## config.mk

```make
export PLATFORM = sky130hd
export DESIGN_NAME = thermwin_status
export DESIGN_NICKNAME = d
export VERILOG_FILES = /design/src/rtl/thermwin_pkg.sv /design/src/rtl/thermwin_thresh.sv /design/src/rtl/thermwin_flag.sv /design/src/rtl/thermwin_status.sv
export SDC_FILE = /design/constraint.sdc
export NUM_CORES = 1
export LEC_CHECK = 0
export BUFFER_PORTS_ARGS = -buffer_cell sky130_fd_sc_hd__buf_2
export CAP_MARGIN = 25
export CELL_PAD_IN_SITES_DETAIL_PLACEMENT = 0
export CELL_PAD_IN_SITES_GLOBAL_PLACEMENT = 2
export CORE_MARGIN = 3
export CORE_UTILIZATION = 35
export CTS_CLUSTER_SIZE = 24
export DETAILED_ROUTE_END_ITERATION = 10
export GPL_TIMING_DRIVEN = 1
export HOLD_SLACK_MARGIN = 0.15
export PLACE_DENSITY = 0.91
export SLEW_MARGIN = 20
export SYNTH_ARGS = -nofsm -noshare
export SYNTH_HDL_FRONTEND = slang
export SYNTH_HIERARCHICAL = 1
export SYNTH_SLANG_ARGS = --single-unit
```

## constraint.sdc

```tcl
create_clock -name clk -period 1.9 [get_ports clk]
set_input_delay 0 -clock clk [delete_from_list [all_inputs] [get_ports clk]]
set_output_delay 0 -clock clk [all_outputs]
set_load 0.02 [all_outputs]
```

## src/rtl/thermwin_pkg.sv

```systemverilog
package thermwin_pkg;
    localparam int TW_W  = 13;
    localparam int EXT_W = TW_W + 1;
    localparam int NFLAG = 3;

    localparam int FLG_LOW  = 0;
    localparam int FLG_HIGH = 1;
    localparam int FLG_CRIT = 2;

    localparam logic [TW_W-1:0] RST_HYST = 13'h0020;
    localparam logic [TW_W-1:0] RST_LOW  = 13'h00A0;
    localparam logic [TW_W-1:0] RST_HIGH = 13'h0400;
    localparam logic [TW_W-1:0] RST_CRIT = 13'h0500;

    typedef enum logic [1:0] {
        FS_IDLE = 2'd0,
        FS_ARM  = 2'd1,
        FS_SET  = 2'd2
    } flag_st_e;
endpackage

```

## src/rtl/thermwin_thresh.sv

```systemverilog
module thermwin_thresh
    import thermwin_pkg::*;
#(
    parameter int W  = TW_W,
    parameter int EW = W + 1,
    parameter int NF = NFLAG
) (
    input  logic [W-1:0]           samp_i,
    input  logic [W-1:0]           hyst_i,
    input  logic [W-1:0]           low_i,
    input  logic [W-1:0]           high_i,
    input  logic [W-1:0]           crit_i,
    output logic [EW-1:0]          samp_x_o,
    output logic [NF-1:0][EW-1:0]  lim_o,
    output logic [NF-1:0][EW-1:0]  rel_o
);
    logic signed [EW-1:0] hyst_x;
    logic signed [EW-1:0] low_x;
    logic signed [EW-1:0] high_x;
    logic signed [EW-1:0] crit_x;

    // Widen by one bit so that bound +/- hysteresis cannot wrap.
    always_comb begin
        hyst_x   = {{(EW-W){hyst_i[W-1]}}, hyst_i};
        low_x    = {{(EW-W){low_i[W-1]}},  low_i};
        high_x   = {{(EW-W){high_i[W-1]}}, high_i};
        crit_x   = {{(EW-W){crit_i[W-1]}}, crit_i};
        samp_x_o = {{(EW-W){samp_i[W-1]}}, samp_i};

        lim_o           = '0;
        rel_o           = '0;
        lim_o[FLG_LOW]  = low_x;
        rel_o[FLG_LOW]  = low_x + hyst_x;
        lim_o[FLG_HIGH] = high_x;
        rel_o[FLG_HIGH] = high_x - hyst_x;
        lim_o[FLG_CRIT] = crit_x;
        rel_o[FLG_CRIT] = crit_x - hyst_x;
    end
endmodule

```

## src/rtl/thermwin_flag.sv

```systemverilog
module thermwin_flag
    import thermwin_pkg::*;
#(
    parameter bit LOW_SIDE = 1'b0,
    parameter int DEPTH    = 4,
    parameter int EW       = EXT_W,
    localparam int CW      = $clog2(DEPTH + 1)
) (
    input  logic                 clk,
    input  logic                 rst_n,
    input  logic                 conv_i,
    input  logic                 fq_en_i,
    input  logic signed [EW-1:0] samp_i,
    input  logic signed [EW-1:0] lim_i,
    input  logic signed [EW-1:0] rel_i,
    output logic                 flag_o,
    output logic                 chg_o
);
    flag_st_e        st_q, st_n;
    logic [CW-1:0]   cnt_q, cnt_n, cnt_inc;
    logic            hit_w, rel_w;
    logic            flag_q, chg_q;

    // The compare direction depends on which side of the window the flag guards.
    generate
        if (LOW_SIDE) begin : g_low
            assign hit_w = samp_i < lim_i;
            assign rel_w = samp_i > rel_i;
        end else begin : g_high
            assign hit_w = samp_i > lim_i;
            assign rel_w = samp_i < rel_i;
        end
    endgenerate

    assign cnt_inc = cnt_q + CW'(1);

    always_comb begin
        st_n  = st_q;
        cnt_n = cnt_q;
        if (conv_i) begin
            unique case (st_q)
                FS_IDLE, FS_ARM: begin
                    if (hit_w) begin
                        if (!fq_en_i || (cnt_inc >= CW'(DEPTH))) begin
                            st_n  = FS_SET;
                            cnt_n = '0;
                        end else begin
                            st_n  = FS_ARM;
                            cnt_n = cnt_inc;
                        end
                    end else begin
                        st_n  = FS_IDLE;
                        cnt_n = '0;
                    end
                end
                FS_SET: begin
                    if (rel_w) begin
                        st_n = FS_IDLE;
                    end
                    cnt_n = '0;
                end
                default: begin
                    st_n  = FS_IDLE;
                    cnt_n = '0;
                end
            endcase
        end
    end

    // State register
    always_ff @(posedge clk or negedge rst_n) begin
        if (!rst_n) begin
            st_q  <= FS_IDLE;
            cnt_q <= '0;
        end else begin
            st_q  <= st_n;
            cnt_q <= cnt_n;
        end
    end

    // Output register
    always_ff @(posedge clk or negedge rst_n) begin
        if (!rst_n) begin
            flag_q <= 1'b0;
            chg_q  <= 1'b0;
        end else begin
            flag_q <= (st_n == FS_SET);
            chg_q  <= (st_n == FS_SET) != (st_q == FS_SET);
        end
    end

    assign flag_o = flag_q;
    assign chg_o  = chg_q;


    hold_idle_chk: assert property (@(posedge clk) disable iff (!rst_n)
        !conv_i |=> ($stable(flag_q) && !chg_q));


    set_cause_chk: assert property (@(posedge clk) disable iff (!rst_n)
        $rose(flag_q) |-> ($past(conv_i) && $past(hit_w)));


    release_cause_chk: assert property (@(posedge clk) disable iff (!rst_n)
        $fell(flag_q) |-> ($past(conv_i) && $past(rel_w)));


    pulse_on_change_chk: assert property (@(posedge clk) disable iff (!rst_n)
        !$stable(flag_q) |-> chg_q);


    pulse_only_change_chk: assert property (@(posedge clk) disable iff (!rst_n)
        chg_q |-> !$stable(flag_q));


    cnt_bound_chk: assert property (@(posedge clk) disable iff (!rst_n)
        cnt_q < CW'(DEPTH));

    generate
        if (DEPTH > 1) begin : g_qchk

            queued_set_chk: assert property (@(posedge clk) disable iff (!rst_n)
                ($rose(flag_q) && $past(fq_en_i)) |-> ($past(st_q) == FS_ARM));
        end
    endgenerate
endmodule

```

## src/rtl/thermwin_status.sv

```systemverilog
module thermwin_status
    import thermwin_pkg::*;
#(
    parameter int W     = TW_W,
    parameter int DEPTH = 4,
    localparam int EW   = W + 1,
    localparam int NF   = NFLAG
) (
    input  logic          clk,
    input  logic          rst_n,
    input  logic [W-1:0]  samp_i,
    input  logic          samp_vld_i,
    input  logic [W-1:0]  hyst_i,
    input  logic [W-1:0]  low_i,
    input  logic [W-1:0]  high_i,
    input  logic [W-1:0]  crit_i,
    input  logic          fq_en_i,
    input  logic          shdn_i,
    output logic [NF-1:0] flags_o,
    output logic [NF-1:0] chg_o
);
    logic                 conv_w;
    logic [EW-1:0]        samp_x;
    logic [NF-1:0][EW-1:0] lim_v;
    logic [NF-1:0][EW-1:0] rel_v;

    assign conv_w = samp_vld_i && !shdn_i;

    thermwin_thresh #(.W(W), .EW(EW), .NF(NF)) thresh_i (
        .samp_i   (samp_i),
        .hyst_i   (hyst_i),
        .low_i    (low_i),
        .high_i   (high_i),
        .crit_i   (crit_i),
        .samp_x_o (samp_x),
        .lim_o    (lim_v),
        .rel_o    (rel_v)
    );

    generate
        for (genvar k = 0; k < NF; k++) begin : g_flag
            thermwin_flag #(
                .LOW_SIDE (k == FLG_LOW),
                .DEPTH    (DEPTH),
                .EW       (EW)
            ) flag_i (
                .clk     (clk),
                .rst_n   (rst_n),
                .conv_i  (conv_w),
                .fq_en_i (fq_en_i),
                .samp_i  (samp_x),
                .lim_i   (lim_v[k]),
                .rel_i   (rel_v[k]),
                .flag_o  (flags_o[k]),
                .chg_o   (chg_o[k])
            );
        end
    endgenerate


    no_conv_quiet_chk: assert property (@(posedge clk) disable iff (!rst_n)
        !samp_vld_i |=> (chg_o == '0));
endmodule

```

==> results of run 1 <==
-- critical path, cell delays in order --
cell and delay (ns):
buf_8 0.08, clkinvlp_4 0.12, buf_6 0.14, ha_4 0.20, nor2b_4 0.12, o31a_1 0.31
o21a_1 0.21, nor2_1 0.13, xnor2_1 0.13, inv_1 0.09, ha_4 0.27, nand4_1 0.07
o221a_1 0.29, o31a_1 0.34, or3_1 0.31, a31oi_1 0.16
-- sequential cells by signal, summed over array words and instances (netlist names) --
name,cells
g_flag.flag_i/chg_o,3
g_flag.flag_i/st_q,6
g_flag.flag_i/cnt_q,9
g_flag.flag_i/flag_o,3
-- final cells by class --
type | instances | share of cell area, %
multi-input cells | 525 | 60.1
well taps | 211 | 3.59
clock inverters | 1 | 0.0681
repair buffers | 234 | 21.9
inverters | 121 | 6.23
clock buffers | 3 | 1.02
flip-flops and latches | 21 | 7.15
-- Yosys cell counts, drive strengths merged (11+ instances only) --
| cell | instances |
|---|---|
| nand3 | 19 |
| nand4 | 19 |
| o21a | 14 |
| o21ai | 23 |
| nor2 | 37 |
| a21oi | 65 |
| nand2 | 39 |
| nand2b | 12 |
| buf | 56 |
| nor3 | 14 |
| ha | 123 |
| dfrtp | 21 |
| xnor2 | 16 |
| a21o | 11 |
| inv | 121 |
-- cell usage in the layout (no fill, tap or decap), types with 5 or more instances in the layout --
cell type and n:
and2_1 5, nand2b_1 11, dfrtp_1 21, o31a_1 5, nor2b_1 7, nor2_1 36
inv_1 116, nand4_1 19, xor2_1 10, a31oi_1 7, mux2i_1 7, buf_4 155
ha_1 111, o21a_1 14, and3_1 5, xnor2_1 16, a21oi_1 58, nand2_1 38
o21ai_1 6, nor3_1 10, ha_4 12, o31ai_1 7, nand3_1 19, nor3b_1 5
o21ai_0 14, or3_1 6, a21o_1 10, a21oi_2 6, buf_2 73
-- cell families after synthesis --
logic type               after synthesis  share of synthesized area, %
multiplexers                           7                          1.28
AO/OA/AOI/OAI                        184                          22.3
buffers and inverters                178                          16.0
flip-flops                            21                          9.58
AND/OR/NAND/NOR                      182                          17.5
XOR/XNOR                              26                          4.15
adder cells (fa/ha/maj)              126                          29.1
-- metal layers --
layer | up-vias | share of wire (%)
met5 | - | 0
met4 | 0 | 3.3
met3 | 29 | 2.6
met2 | 111 | 49
met1 | 2619 | 45
li1 | 2875 | -
-- through the flow --
stage                     setup TNS, ns  instances  setup slack (ns)
after floorplan                   -5.83        724            -0.826
after global placement           -10.67       1096             -1.18
after detailed placement         -11.69       1096             -1.29
after CTS                         -7.53       1107            -0.874
after global routing              -8.75       1116             -1.05
final                             -7.15       1116            -0.888
-- how the worst max path moves through the flow --
stage / start / end / cells past startpoint
2_1_floorplan: crit_i[0] / g_flag[2].flag_i/chg_o / 14
3_3_place_gp: hyst_i[1] / g_flag[2].flag_i/chg_o / 15
3_5_place_dp: hyst_i[1] / g_flag[2].flag_i/st_q[1] / 17
4_1_cts: hyst_i[1] / g_flag[2].flag_i/chg_o / 15
5_1_grt: hyst_i[1] / g_flag[1].flag_i/chg_o / 16
6_report: hyst_i[1] / g_flag[2].flag_i/chg_o / 16
-- power by group --
part	switching (mW)	internal, mW
combinational	1.35	1.23
sequential	0.0480	0.543
clock	0.155	0.282
total	1.56	2.05
-- repair_timing --
item	4_1_cts	5_1_grt
resized for setup	24	21
hold endpoints to repair	21	0
hold buffers	1	0
setup buffers	6	9
pin swaps	32	28
setup endpoints to repair	9	10
==> results.yml, run 1 <==
synth:
  synth_area_leader_cell: "ha_1"
  synthFlopType: "dfrtp_1"
  yosysSeqAreaShare_pct: 9.58
  synth_top_area_share_pct: 28.0
  synth_warnings: 6
  synth_area_leaders: "ha_1 28%, dfrtp_1 9.6%, inv_1 8.3%"
  syn_inst: 724
  syn_avg_cell_area_um2: 7.58
  synthesis.nets: 920
  synth_area_um2: 5490
  ys_ff_latch: 21
  ys_types: 60
  synth_edf_count: 0
  async_flop_share_pct: 100
route:
  drtIter0Drc: 198
  num_vias: 5634
  drt-total-wl_um: 16700
  wire_per_inst_um: 15.0
  firstDrtPassIters: 7
  avgViaCountPerCell: 5.05
  ant_nets: 0
  drc: 0
floorplanning:
  dieHeight_um: 131
  die_w_um: 131
  std_cell_rows: 45
  core-area_um2: 15300
  die-area_um2: 17200
  top_level_ports: 76
  initial_utilization_pct: 36.0
global_route:
  grt_overflow: 0
  grt_max_degree: 22
  antenna_found_initial: 0
  grt.met2_usage_pct: 34.8
  grt_pass1_wl_um: 27400
  gr-usage-all-layers_pct: 18.9
  first_global_vias: 5808
  busiest_layer: "met2"
  met3_usage_pct: 0.995
  met1_usage_pct: 23.7
power_and_ir_drop:
  peakVddDrop_mv: 0.416
  p_per_area_nw_per_um2: 491
  power_mw: 3.61
  power.leakage_nw: 3.87
clocking:
  cts.path.max_buffers: 2
  numCtsBuffers: 3
  insertion_delay_ns: 0.25
  cts_tree: "built"
  clkTransAtPathRegs_ns: 0.06
  cts.sinks: 21
  htreeDepth: 1
  clock-root-buffer: "clkbuf_16"
hold_path:
  whs_path_depth: 4
  whs_endpoint: "g_flag[1].flag_i/chg_o"
  hold_class: "in2reg"
  min_from: "fq_en_i"
timing:
  fin_worst_skew_ns: 0.00318
  drv_slew: 0
  worst_pin_slew_ns: 0.662
  period_share_pct: 147
  finalSetupViolCount: 9
  relSlewSlack_pct: 55.5
  rsz0062_at_grt: "yes"
  hold_slack_ns: 0.187
  min_period_ns: 2.79
  setup_slack_ns: -0.888
  finalHoldViolCount: 0
  fmax_mhz: 359
place:
  place_hpwl_um: 14600
  placed_area_um2: 6910
  port_buffers: 75
  gp_congestion: 0.887
cells_and_area:
  drive_gt1_share_pct: 32.9
  n_antenna_cell: 0
  regArea_um2: 526
  fill_cells: 1474
  syn_to_final_growth_pct: 33.9
  post-route-util_pct: 48.2
  fin_nets: 1102
  design_area_um2: 7350
  multi_input_area_um2: 4420
worst_setup_path:
  ff2ff_path_depth: 6
  regToRegEndpoint: "g_flag[0].flag_i/chg_o"
  cp-start-kind: "primary input"
  path_max_fanout: 4
  cp-end-kind: "flop"
  r2r_start: "g_flag[0].flag_i/cnt_q[0]"
  cp.arrival_ns: 2.96
  critical_path_required_ns: 2.07
  critPathKind: "in2reg"
  ff2ff_setup_slack_ns: 0.26
job:
  drv_cap: 0
outcome:
  status: "finished, violations left"
  violations: "setup timing"
Note: power is estimated with default switching activity, not from simulation.
==> run 2, diff against run 1 <==
BUFFER_PORTS_ARGS = -buffer_cell sky130_fd_sc_hd__buf_4   (was -buffer_cell sky130_fd_sc_hd__buf_2)
SKIP_CTS_REPAIR_TIMING = 1   (was default)
==> results.yml, run 2 (synthesized netlist as in run 1, its figures left out) <==
timing:
  setup_slack_ns: -0.976
  finalSetupViolCount: 9
  min_period_ns: 2.88
  fmax_mhz: 348
  finalHoldViolCount: 0
  setup_tns_ns: -7.77
  fin_worst_skew_ns: 0.00189
  rsz0062_at_grt: "yes"
  drv_slew: 0
  period_share_pct: 151
  relSlewSlack_pct: 72.0
  worst_pin_slew_ns: 0.419
route:
  wl_met3_um: 549
  ant_nets: 0
  met1Wirelength_um: 7580
  drtIter0Drc: 278
  wire_per_inst_um: 15.4
  route.met2.wl_um: 8600
  avgViaCountPerCell: 5.07
  drt-total-wl_um: 17200
  num_vias: 5667
  drc: 0
  top_layer_used: "met4"
  firstDrtPassIters: 5
cells_and_area:
  final_common_cell: "buf_4"
  regMostFlops: "g_flag.flag_i/cnt_q"
  syn_to_final_growth_pct: 37.6
  post-route-util_pct: 49.5
  drive_gt1_share_pct: 33.7
  reg.largest.list: "g_flag.flag_i/cnt_q (9), g_flag.flag_i/st_q (6)"
  fill_cells: 1464
  n_antenna_cell: 0
  layout_common_cells: "231 x buf_4, 116 x inv_1, 109 x ha_1"
  largest_reg_flops: 9
  fin_nets: 1103
hold_path:
  hold_class: "in2reg"
  min_from: "fq_en_i"
  whs_path_depth: 4
  whs_endpoint: "g_flag[1].flag_i/chg_o"
place:
  gp_congestion: 0.886
  port_buffers: 75
  place_hpwl_um: 14900
  dp_slack_ns: -1.26
clocking:
  insertion_delay_ns: 0.25
  htreeDepth: 1
  cts_tree: "built"
  clock-root-buffer: "clkbuf_16"
  cts.path.max_buffers: 2
  numCtsBuffers: 3
  clkTransAtPathRegs_ns: 0.05
  cts.sinks: 21
global_route:
  grt_pass1_wl_um: 27500
  grt_overflow: 0
  first_global_vias: 5801
  grt_max_degree: 22
  antenna_found_initial: 0
  gr-usage-all-layers_pct: 19.0
power_and_ir_drop:
  intPower_mw: 2.14
  sw_frac_of_total_pct: 42.5
  pwr-share-comb_pct: 72.3
  p_per_area_nw_per_um2: 492
  peakVddDrop_mv: 0.524
  clkPwrFrac_pct: 11.7
  p_seq_share_pct: 16.0
  p_switching_mw: 1.58
  power.leakage_nw: 3.93
  power_mw: 3.71
worst_setup_path:
  cp.arrival_ns: 3.04
  crit_path_max_incr_delay_ns: 0.37
  cp-start-kind: "primary input"
  slowest_stage: "or3_1"
  critPathKind: "in2reg"
  ff2ff_path_depth: 6
  startpoint: "hyst_i[1]"
  ff2ff_setup_slack_ns: 0.23
  critical_path_required_ns: 2.07
  path_max_fanout: 4
  cp_cell_sequence: "buf_8 > clkinvlp_4 > buf_6 > ha_4 > nor2b_4 > o31a_1 > o21bai_1 > nand3_1 > buf_4 > xor2_1 > inv_1 > ha_4 > nand4_1 > o31a_1 > or3_1 > a31oi_1"
  regToRegEndpoint: "g_flag[0].flag_i/chg_o"
  r2r_start: "g_flag[0].flag_i/cnt_q[0]"
  cp-end-kind: "flop"
floorplanning:
  die_w_um: 131
  die-area_um2: 17200
  dieHeight_um: 131
  core-area_um2: 15300
  initial_utilization_pct: 36.0
  std_cell_rows: 45
  top_level_ports: 76
outcome:
  violations: "setup timing"
  status: "finished, violations left"
job:
  drv_cap: 0
-- run 2: changes by cell type in the layout (fill, tap and decap cells not counted), moves of 2 or more --
| cell | previous run | this run |
|---|---|---|
| buf_2 | 73 | 0 |
| buf_4 | 155 | 231 |
| ha_1 | 111 | 109 |
| ha_2 | 0 | 2 |
| nor3_1 | 10 | 12 |
| nor3_2 | 4 | 2 |
| o31ai_1 | 7 | 4 |
| o31ai_2 | 0 | 4 |
-- run 2: layer usage --
metal	track usage, %	vias to the layer above
met3	1.45	33
met2	35.3	121
met4	5.13	0
li1	-	2871
met5	0	-
met1	23.5	2642
-- run 2: area by class of cell --
class                   count  area, um2  area share [%]
flip-flops and latches     21        526            6.96
clock inverters             1       5.00          0.0663
well taps                 211        264            3.50
multi-input cells         525       4440            58.8
repair buffers            235       1780            23.6
clock buffers               3       75.1           0.994
inverters                 121        458            6.06
-- run 2: critical path: cells and delay by family --
kind	cells	cell delay, ns
compound gates	4	1.03
simple gates	4	0.78
buf+inv	5	0.63
fa+ha+maj	2	0.47
xor+xnor	1	0.14
-- run 2: how the worst max path moves through the flow --
stage	to	slack [ns]	depth (start not counted)
after floorplan	g_flag[2].flag_i/chg_o	-0.83	14
after global placement	g_flag[2].flag_i/chg_o	-1.18	15
after detailed placement	g_flag[2].flag_i/chg_o	-1.26	16
after CTS	g_flag[2].flag_i/chg_o	-1.0	16
after global routing	g_flag[1].flag_i/chg_o	-1.14	16
final	g_flag[1].flag_i/chg_o	-0.98	16
-- run 2: through the flow --
stage / instance area [um2] / cells / hold slack [ns]
detailed placement: 7130 / 1102 / -0.101
global route: 7550 / 1117 / 0.177
floorplan: 5610 / 724 / -0.296
finish: 7550 / 1117 / 0.160
CTS: 7210 / 1106 / -0.373
global placement: 7130 / 1102 / -0.108
-- run 2: power groups by stage --
| stage | sequential [mW] | clock (mW) | combinational, mW |
|---|---|---|---|
| 4_1_cts | 0.596 | 0.446 | 2.52 |
| 3_3_place_gp | 0.600 | 0 | 2.42 |
| 2_1_floorplan | 0.642 | 0 | 1.54 |
| 5_1_grt | 0.608 | 0.472 | 3.00 |
| 6_report | 0.596 | 0.435 | 2.68 |
| 3_5_place_dp | 0.601 | 0 | 2.50 |
